$ cat src/rtl/rxe_pkg.sv
package rxe_pkg;

  // Active-edge direction, taken from the polarity control input.
  typedef enum logic {
    EDGE_FALL = 1'b0,
    EDGE_RISE = 1'b1
  } edge_pol_e;

  // Current and one-cycle-old synchronized line samples.
  typedef struct packed {
    logic cur;
    logic prv;
  } lvl_pair_t;

  // Mark (idle) level of an asynchronous serial line.
  localparam logic LINE_MARK = 1'b1;

endpackage

$ cat src/rtl/rxe_sync.sv
module rxe_sync #(
  parameter int  STAGES  = 2,
  parameter logic RST_LVL = 1'b1
) (
  input  logic clk,
  input  logic rst_n,
  input  logic d_i,
  output logic q_o
);

  localparam int LAST = STAGES - 1;

  logic [LAST:0] stg_q;
  logic [LAST:0] stg_nxt;

  generate
    for (genvar g = 0; g < STAGES; g++) begin : g_stage
      if (g == 0) begin : g_first
        assign stg_nxt[g] = d_i;
      end else begin : g_rest
        assign stg_nxt[g] = stg_q[g-1];
      end
    end
  endgenerate

  always_ff @(posedge clk or negedge rst_n) begin
    if (!rst_n) begin
      stg_q <= {STAGES{RST_LVL}};
    end else begin
      stg_q <= stg_nxt;
    end
  end

  assign q_o = stg_q[LAST];

endmodule

$ cat src/rtl/rxe_qual.sv
module rxe_qual
  import rxe_pkg::*;
#(
  parameter int FILL_W = 3
) (
  input  logic      clk,
  input  logic      rst_n,
  input  logic      lvl_i,
  input  edge_pol_e pol_i,
  input  logic      two_wire_i,
  output logic      edge_o
);

  localparam int FILL_TOP = FILL_W - 1;

  // History stage, fill tracker, last polarity, qualification
  logic              lvl_d_q;
  logic [FILL_TOP:0] fill_q, fill_nxt;
  edge_pol_e         pol_q;
  logic              qual_q, qual_nxt;

  lvl_pair_t pair;
  logic      act_cur, act_prv;
  logic      pol_chg;
  logic      live;

  assign pair.cur = lvl_i;
  assign pair.prv = lvl_d_q;

  // A sample is "active" when it equals the asserted level for the polarity.
  always_comb begin
    act_cur  = (pair.cur == logic'(pol_i));
    act_prv  = (pair.prv == logic'(pol_i));
    pol_chg  = (pol_i != pol_q);
    live     = two_wire_i && fill_q[FILL_TOP] && !pol_chg;
    fill_nxt = {fill_q[FILL_TOP-1:0], 1'b1};
    if (live) begin
      qual_nxt = qual_q || (!act_cur && !act_prv);
    end else begin
      qual_nxt = 1'b0;
    end
    edge_o = live && qual_q && act_cur && !act_prv;
  end

  always_ff @(posedge clk or negedge rst_n) begin
    if (!rst_n) begin
      lvl_d_q <= LINE_MARK;
      fill_q  <= '0;
      pol_q   <= EDGE_FALL;
      qual_q  <= 1'b0;
    end else begin
      lvl_d_q <= pair.cur;
      fill_q  <= fill_nxt;
      pol_q   <= pol_i;
      qual_q  <= qual_nxt;
    end
  end

endmodule

$ cat src/rtl/rxe_flag.sv
module rxe_flag (
  input  logic clk,
  input  logic rst_n,
  input  logic set_i,
  input  logic clr_i,
  input  logic en_i,
  output logic flag_o,
  output logic irq_o,
  output logic wake_o
);

  logic flag_q, flag_nxt, flag_upd;

  // A set beats a clear arriving in the same cycle.
  always_comb begin
    flag_upd = set_i || clr_i;
    if (set_i) begin
      flag_nxt = 1'b1;
    end else begin
      flag_nxt = 1'b0;
    end
  end

  always_ff @(posedge clk or negedge rst_n) begin
    if (!rst_n) begin
      flag_q <= 1'b0;
    end else if (flag_upd) begin
      flag_q <= flag_nxt;
    end
  end

  assign flag_o = flag_q;
  assign irq_o  = flag_q && en_i;
  assign wake_o = irq_o;

endmodule

$ cat src/rtl/rxline_edge_irq.sv
module rxline_edge_irq
  import rxe_pkg::*;
#(
  parameter int SYNC_STAGES = 2
) (
  input  logic clk,
  input  logic rst_n,
  input  logic rx_async_i,
  input  logic pol_rise_i,
  input  logic two_wire_i,
  input  logic irq_en_i,
  input  logic flag_clr_i,
  output logic edge_flag_o,
  output logic irq_o,
  output logic wake_o
);

  // History stage follows the synchronizer: its depth plus one cycle
  localparam int FILL_W = SYNC_STAGES + 1;

  logic      rx_sync;
  logic      edge_hit;
  edge_pol_e pol_sel;

  assign pol_sel = edge_pol_e'(pol_rise_i);

  rxe_sync #(
    .STAGES  (SYNC_STAGES),
    .RST_LVL (LINE_MARK)
  ) u_sync (
    .clk   (clk),
    .rst_n (rst_n),
    .d_i   (rx_async_i),
    .q_o   (rx_sync)
  );

  rxe_qual #(
    .FILL_W (FILL_W)
  ) u_qual (
    .clk        (clk),
    .rst_n      (rst_n),
    .lvl_i      (rx_sync),
    .pol_i      (pol_sel),
    .two_wire_i (two_wire_i),
    .edge_o     (edge_hit)
  );

  rxe_flag u_flag (
    .clk    (clk),
    .rst_n  (rst_n),
    .set_i  (edge_hit),
    .clr_i  (flag_clr_i),
    .en_i   (irq_en_i),
    .flag_o (edge_flag_o),
    .irq_o  (irq_o),
    .wake_o (wake_o)
  );

endmodule

$ cat config.mk
export PLATFORM = sky130hd
export DESIGN_NAME = rxline_edge_irq
export DESIGN_NICKNAME = d
export VERILOG_FILES = /design/src/rtl/rxe_pkg.sv /design/src/rtl/rxe_sync.sv /design/src/rtl/rxe_qual.sv /design/src/rtl/rxe_flag.sv /design/src/rtl/rxline_edge_irq.sv
export SDC_FILE = /design/constraint.sdc
export NUM_CORES = 1
export LEC_CHECK = 0
export ABC_CLOCK_PERIOD_IN_PS = 1150
export BUFFER_PORTS_ARGS = -buffer_cell sky130_fd_sc_hd__buf_2
export CORE_AREA = 2 2 39 41
export DETAILED_ROUTE_END_ITERATION = 16
export DIE_AREA = 0 0 41 43
export GPL_ROUTABILITY_DRIVEN = 0
export GPL_TIMING_DRIVEN = 0
export PLACE_DENSITY = 0.56
export SYNTH_ARGS = -nofsm -noshare
export SYNTH_HDL_FRONTEND = slang
export SYNTH_HIERARCHICAL = 1
export SYNTH_SLANG_ARGS = --single-unit
export TNS_END_PERCENT = 30
$ cat constraint.sdc
create_clock -name clk -period 1.15 [get_ports clk]
set_input_delay 0.23 -clock clk [delete_from_list [all_inputs] [get_ports clk]]
set_output_delay 0.23 -clock clk [all_outputs]
set_load 0.1 [all_outputs]
Word level (Yosys, flattened, before mapping) --
Index checks and enable logic that the tools add are counted.
Storage, ports and cells: register bits 9, latch bits 0, memory bits (writable) 0, ROM bits 0, bits of input ports 7, output and inout bits 3, word-level logic and storage cells 23, memories 0
Cells by class: add/subtract/negate cells 0, multiply operators 0, div/mod/pow operators 0, $lt $le $gt $ge 0, equality and inequality tests 3, shift-type cells 0, multiplexer cells 2, bitwise gates (word level) 0, reduce and logical (&&, ||, !) cells 12
Operator list (number):
- 1-bit logical AND | 7
- 1-bit zero test | 3
- 1-bit == test | 2
- 1-bit logical OR | 2
- 1-bit two-way mux | 2
- 1-bit != test | 1

Logic depth before layout (Yosys ltp) --
depth in word-level cells 7, depth in mapped cells 4, mapped depth without buffers 4

By module --
The synthesis kept the hierarchy.
By module, submodules not included:
- rxe_qual | times used 1, cells each 17, area an instance 220.2 sq um, sequential area each 151.4 sq um
- rxe_sync | times used 1, cells each 2, area an instance 52.6 sq um, sequential area each 52.6 sq um
- rxe_flag | times used 1, cells each 5, area an instance 50.0 sq um, sequential area each 25.0 sq um

Worst setup path before layout --
OpenSTA, ideal clock, no wires.
path kind register to output, start point reg u_flag.flag_q (netlist: u_flag/flag_o), end point out wake_o, data arrival time 2.227 ns, required time 0.920 ns, path slack -1.307 ns, stages on the path, launching flop included 3, path buffers 1, cell sequence dfrtp_1 > and2_1 > buf_4
Between the ends: longest elaborated chain between the ends 1
Ends and longest elaborated chain:
- start: declaration | line rxe_flag.sv:12 | logic flag_q, flag_nxt, flag_upd;
- start signal: assignment | line rxe_flag.sv:28 | flag_q <= flag_nxt;
- 1-bit logical AND | line rxe_flag.sv:33 | assign irq_o = flag_q && en_i;
- end: declaration | line rxline_edge_irq.sv:15 | output logic wake_o
Every way passes these cells.

Worst setup path in the final report --
Ends and elaborated chain as after synthesis.

==> results.cfg <==
[outcome]
status = finished, violations left
violations = negative setup slack

[power]
ir_worst_vdd_uv = 460.5
p_leak_uw = 0.0002130
total_power_uw = 608.7
powerDensity_mw_per_mm2 = 1322

[drt]
vias = 222
first_pass_iters = 4
drtIter0Drc = 4
via_per_inst = 4.111
wire_per_inst_um = 8.130
ant_nets = 0
drc = 0
route.final.wire_length_um = 439

[cts]
path_clk_slew_ns = 0.06
clock-root-buffer = clkbuf_4
ctsLongestPathBuffers = 2
post_cts_buffers = 0
cts_sinks = 9
cts_made_buffers = 3
htreeDepth = 1
cts_tree = yes
clock_latency_ns = 0.25

[worst_setup_path]
critical_path.top_delay_family = flip-flops
path_buf_inv = 2
worst-setup-path-type = reg2out
cpMaxStageDelayCell = dfrtp_4
slowest_delay_ns = 0.47
required_ns = 0.92
crit_chain = and2_4, buf_12, buf_12
arrival_ns = 1.14
end_kind = output pin
startpoint_type = register
crit_path_frequent_cell = buf_12
cp_max_fo = 3

[sta]
max_freq_ghz = 0.7275
setup_viol_count_final = 3
fin_crit_sh = 1.195
hold_viol_final = 0
fin_ws_ns = -0.2247
fin_skew_ns = 0.001327
maxSlewViolCount = 0
rsz0062_at_grt = true
period_minus_slack_ns = 1.375

[synth]
syn_area_um2 = 322.8
yosys_warnings = 6
yosysSeqAreaShare = 0.7093
syn_inst = 24
synthesis.nets = 31
synth-seq-cells = 9
postSynthAreaPerCell_um2 = 13.45
synth.distinct_cells = 14

[run]
maxCapViolCount = 0

[floorplan]
fp-row-count = 14
initial_utilization = 0.2333
io-pin-count = 10
die_h_um = 43
fp.dieW_um = 41
core_area_mm2 = 0.001384
dieArea_mm2 = 0.001763

[final_layout]
area_growth_pct = 42.64
multi_input_area_um2 = 85.08
regArea_um2 = 232.7
layout_common_cells = 7 x buf_2, 5 x dfrtp_1, 3 x clkbuf_4, 3 x nor2_1, 3 x dfstp_2
layout-drive-gt1-share = 0.5000
n_antenna_cell = 0
nNetsFinal = 46
fillCellCount = 144
mostFrequentLayoutCell = buf_2

[global_routing]
overflow = 0
antenna_found_initial = 0
grt_pass1_vias = 217
grtUsageTotal = 0.06823
grt_max_degree = 10
grt_pass1_wl_um = 738

[placement]
dp_hpwl_um = 338.9
io_buffers = 9
preCtsSetupSlack_ns = -0.1084

[worst_hold_path]
hold_path.class = in2reg
flip-flops by register name, indices dropped and copies added (netlist names):
register        count
u_sync/stg_q        2
u_flag/flag_o       1
u_qual/qual_q       1
u_qual/fill_q       3
u_qual/lvl_d_q      1
u_qual/pol_q        1
per-stage QoR:
step | hold slack, ns | cells | cell area, um2 | setup TNS (ns) | utilization
2_1_floorplan | -0.06559 | 24 | 341.6 | -0.4047 | -
3_3_place_gp | 0.08287 | 49 | 406.6 | -0.1408 | 0.2939
3_5_place_dp | 0.08132 | 49 | 406.6 | -0.1451 | 0.2939
4_1_cts | 0.05647 | 54 | 460.4 | -0.6236 | 0.3327
5_1_grt | 0.05099 | 54 | 460.4 | -0.6860 | 0.3327
6_report | 0.07214 | 54 | 460.4 | -0.5672 | 0.3327
per-layer routing:
| layer | global-route usage | vias up | routed length, um |
|---|---|---|---|
| met4 | 0.08000 | 0 | 17 |
| met5 | 0 | - | 0 |
| met1 | 0.06061 | 105 | 163 |
| li1 | - | 106 | - |
| met3 | 0.03141 | 2 | 23 |
| met2 | 0.09688 | 9 | 235 |
Yosys cell counts:
| cell type | number | area (um2) |
|---|---|---|
| a21o_1 | 1 | 7.510 |
| a21oi_1 | 1 | 5.000 |
| a221oi_2 | 1 | 15.01 |
| and2_1 | 1 | 6.260 |
| buf_4 | 1 | 7.510 |
| conb_1 | 1 | 3.750 |
| dfrtp_1 | 6 | 150.1 |
| dfstp_2 | 3 | 78.83 |
| inv_1 | 1 | 3.750 |
| nand3_1 | 2 | 10.01 |
| nand4b_1 | 1 | 8.760 |
| nor2_1 | 3 | 11.26 |
| nor2b_1 | 1 | 6.260 |
| xnor2_1 | 1 | 8.760 |
final timing paths:
| check | startpoint | cells after the start | slack [ns] | to |
|---|---|---|---|---|
| max in group asynchronous | rst_n | 2 | 0.56 | u_qual/lvl_d_q |
| worst max register to register | u_sync/stg_q[1] | 3 | 0.10 | u_qual/qual_q |
| worst min-delay path | rx_async_i | 1 | 0.07 | u_sync/stg_q[0] |
| worst max-delay path | u_flag/flag_o | 3 | -0.22 | wake_o |
| min in group asynchronous | rst_n | 2 | 0.35 | u_qual/fill_q[1] |
| worst min register to register | u_qual/fill_q[1] | 0 | 0.35 | u_qual/fill_q[2] |
where the power goes:
| part | switching [uW] | total, uW | internal, uW |
|---|---|---|---|
| logic | 18.5 | 37.0 | 18.6 |
| registers | 7.22 | 342 | 335 |
| clock network | 96.8 | 230 | 133 |
repair_timing:
action | 4_1_cts | 5_1_grt
endpoints found under the setup margin | 3 | 3
resized for setup | 5 | 0
gates cloned | 0 | 0
hold endpoints to repair | 6 | 0
hold buffers | 1 | 0
cell families after synthesis:
logic type,after synthesis,synth area share
flip-flops,9,0.7093
AND/OR/NAND/NOR,8,0.1318
AO/OA/AOI/OAI,3,0.08525
buffers and inverters,2,0.03488
XOR/XNOR,1,0.02714
other,1,0.01162
worst reg2reg max path: stages, from the launching register on:
cell	delay, ns
dfstp_2	0.56
nor2_1	0.06
a221oi_2	0.25
nor2_1	0.06
cell type report:
| type | count | share of cell area |
|---|---|---|
| Sequential cell | 9 | 0.5054 |
| Buffer | 1 | 0.04348 |
| Multi-Input combinational cell | 13 | 0.1848 |
| Inverter | 1 | 0.008152 |
| Tap cell | 16 | 0.04348 |
| Clock buffer | 4 | 0.05707 |
| Timing Repair Buffer | 10 | 0.1576 |
No activity file was read; power rests on OpenSTA's default activity.
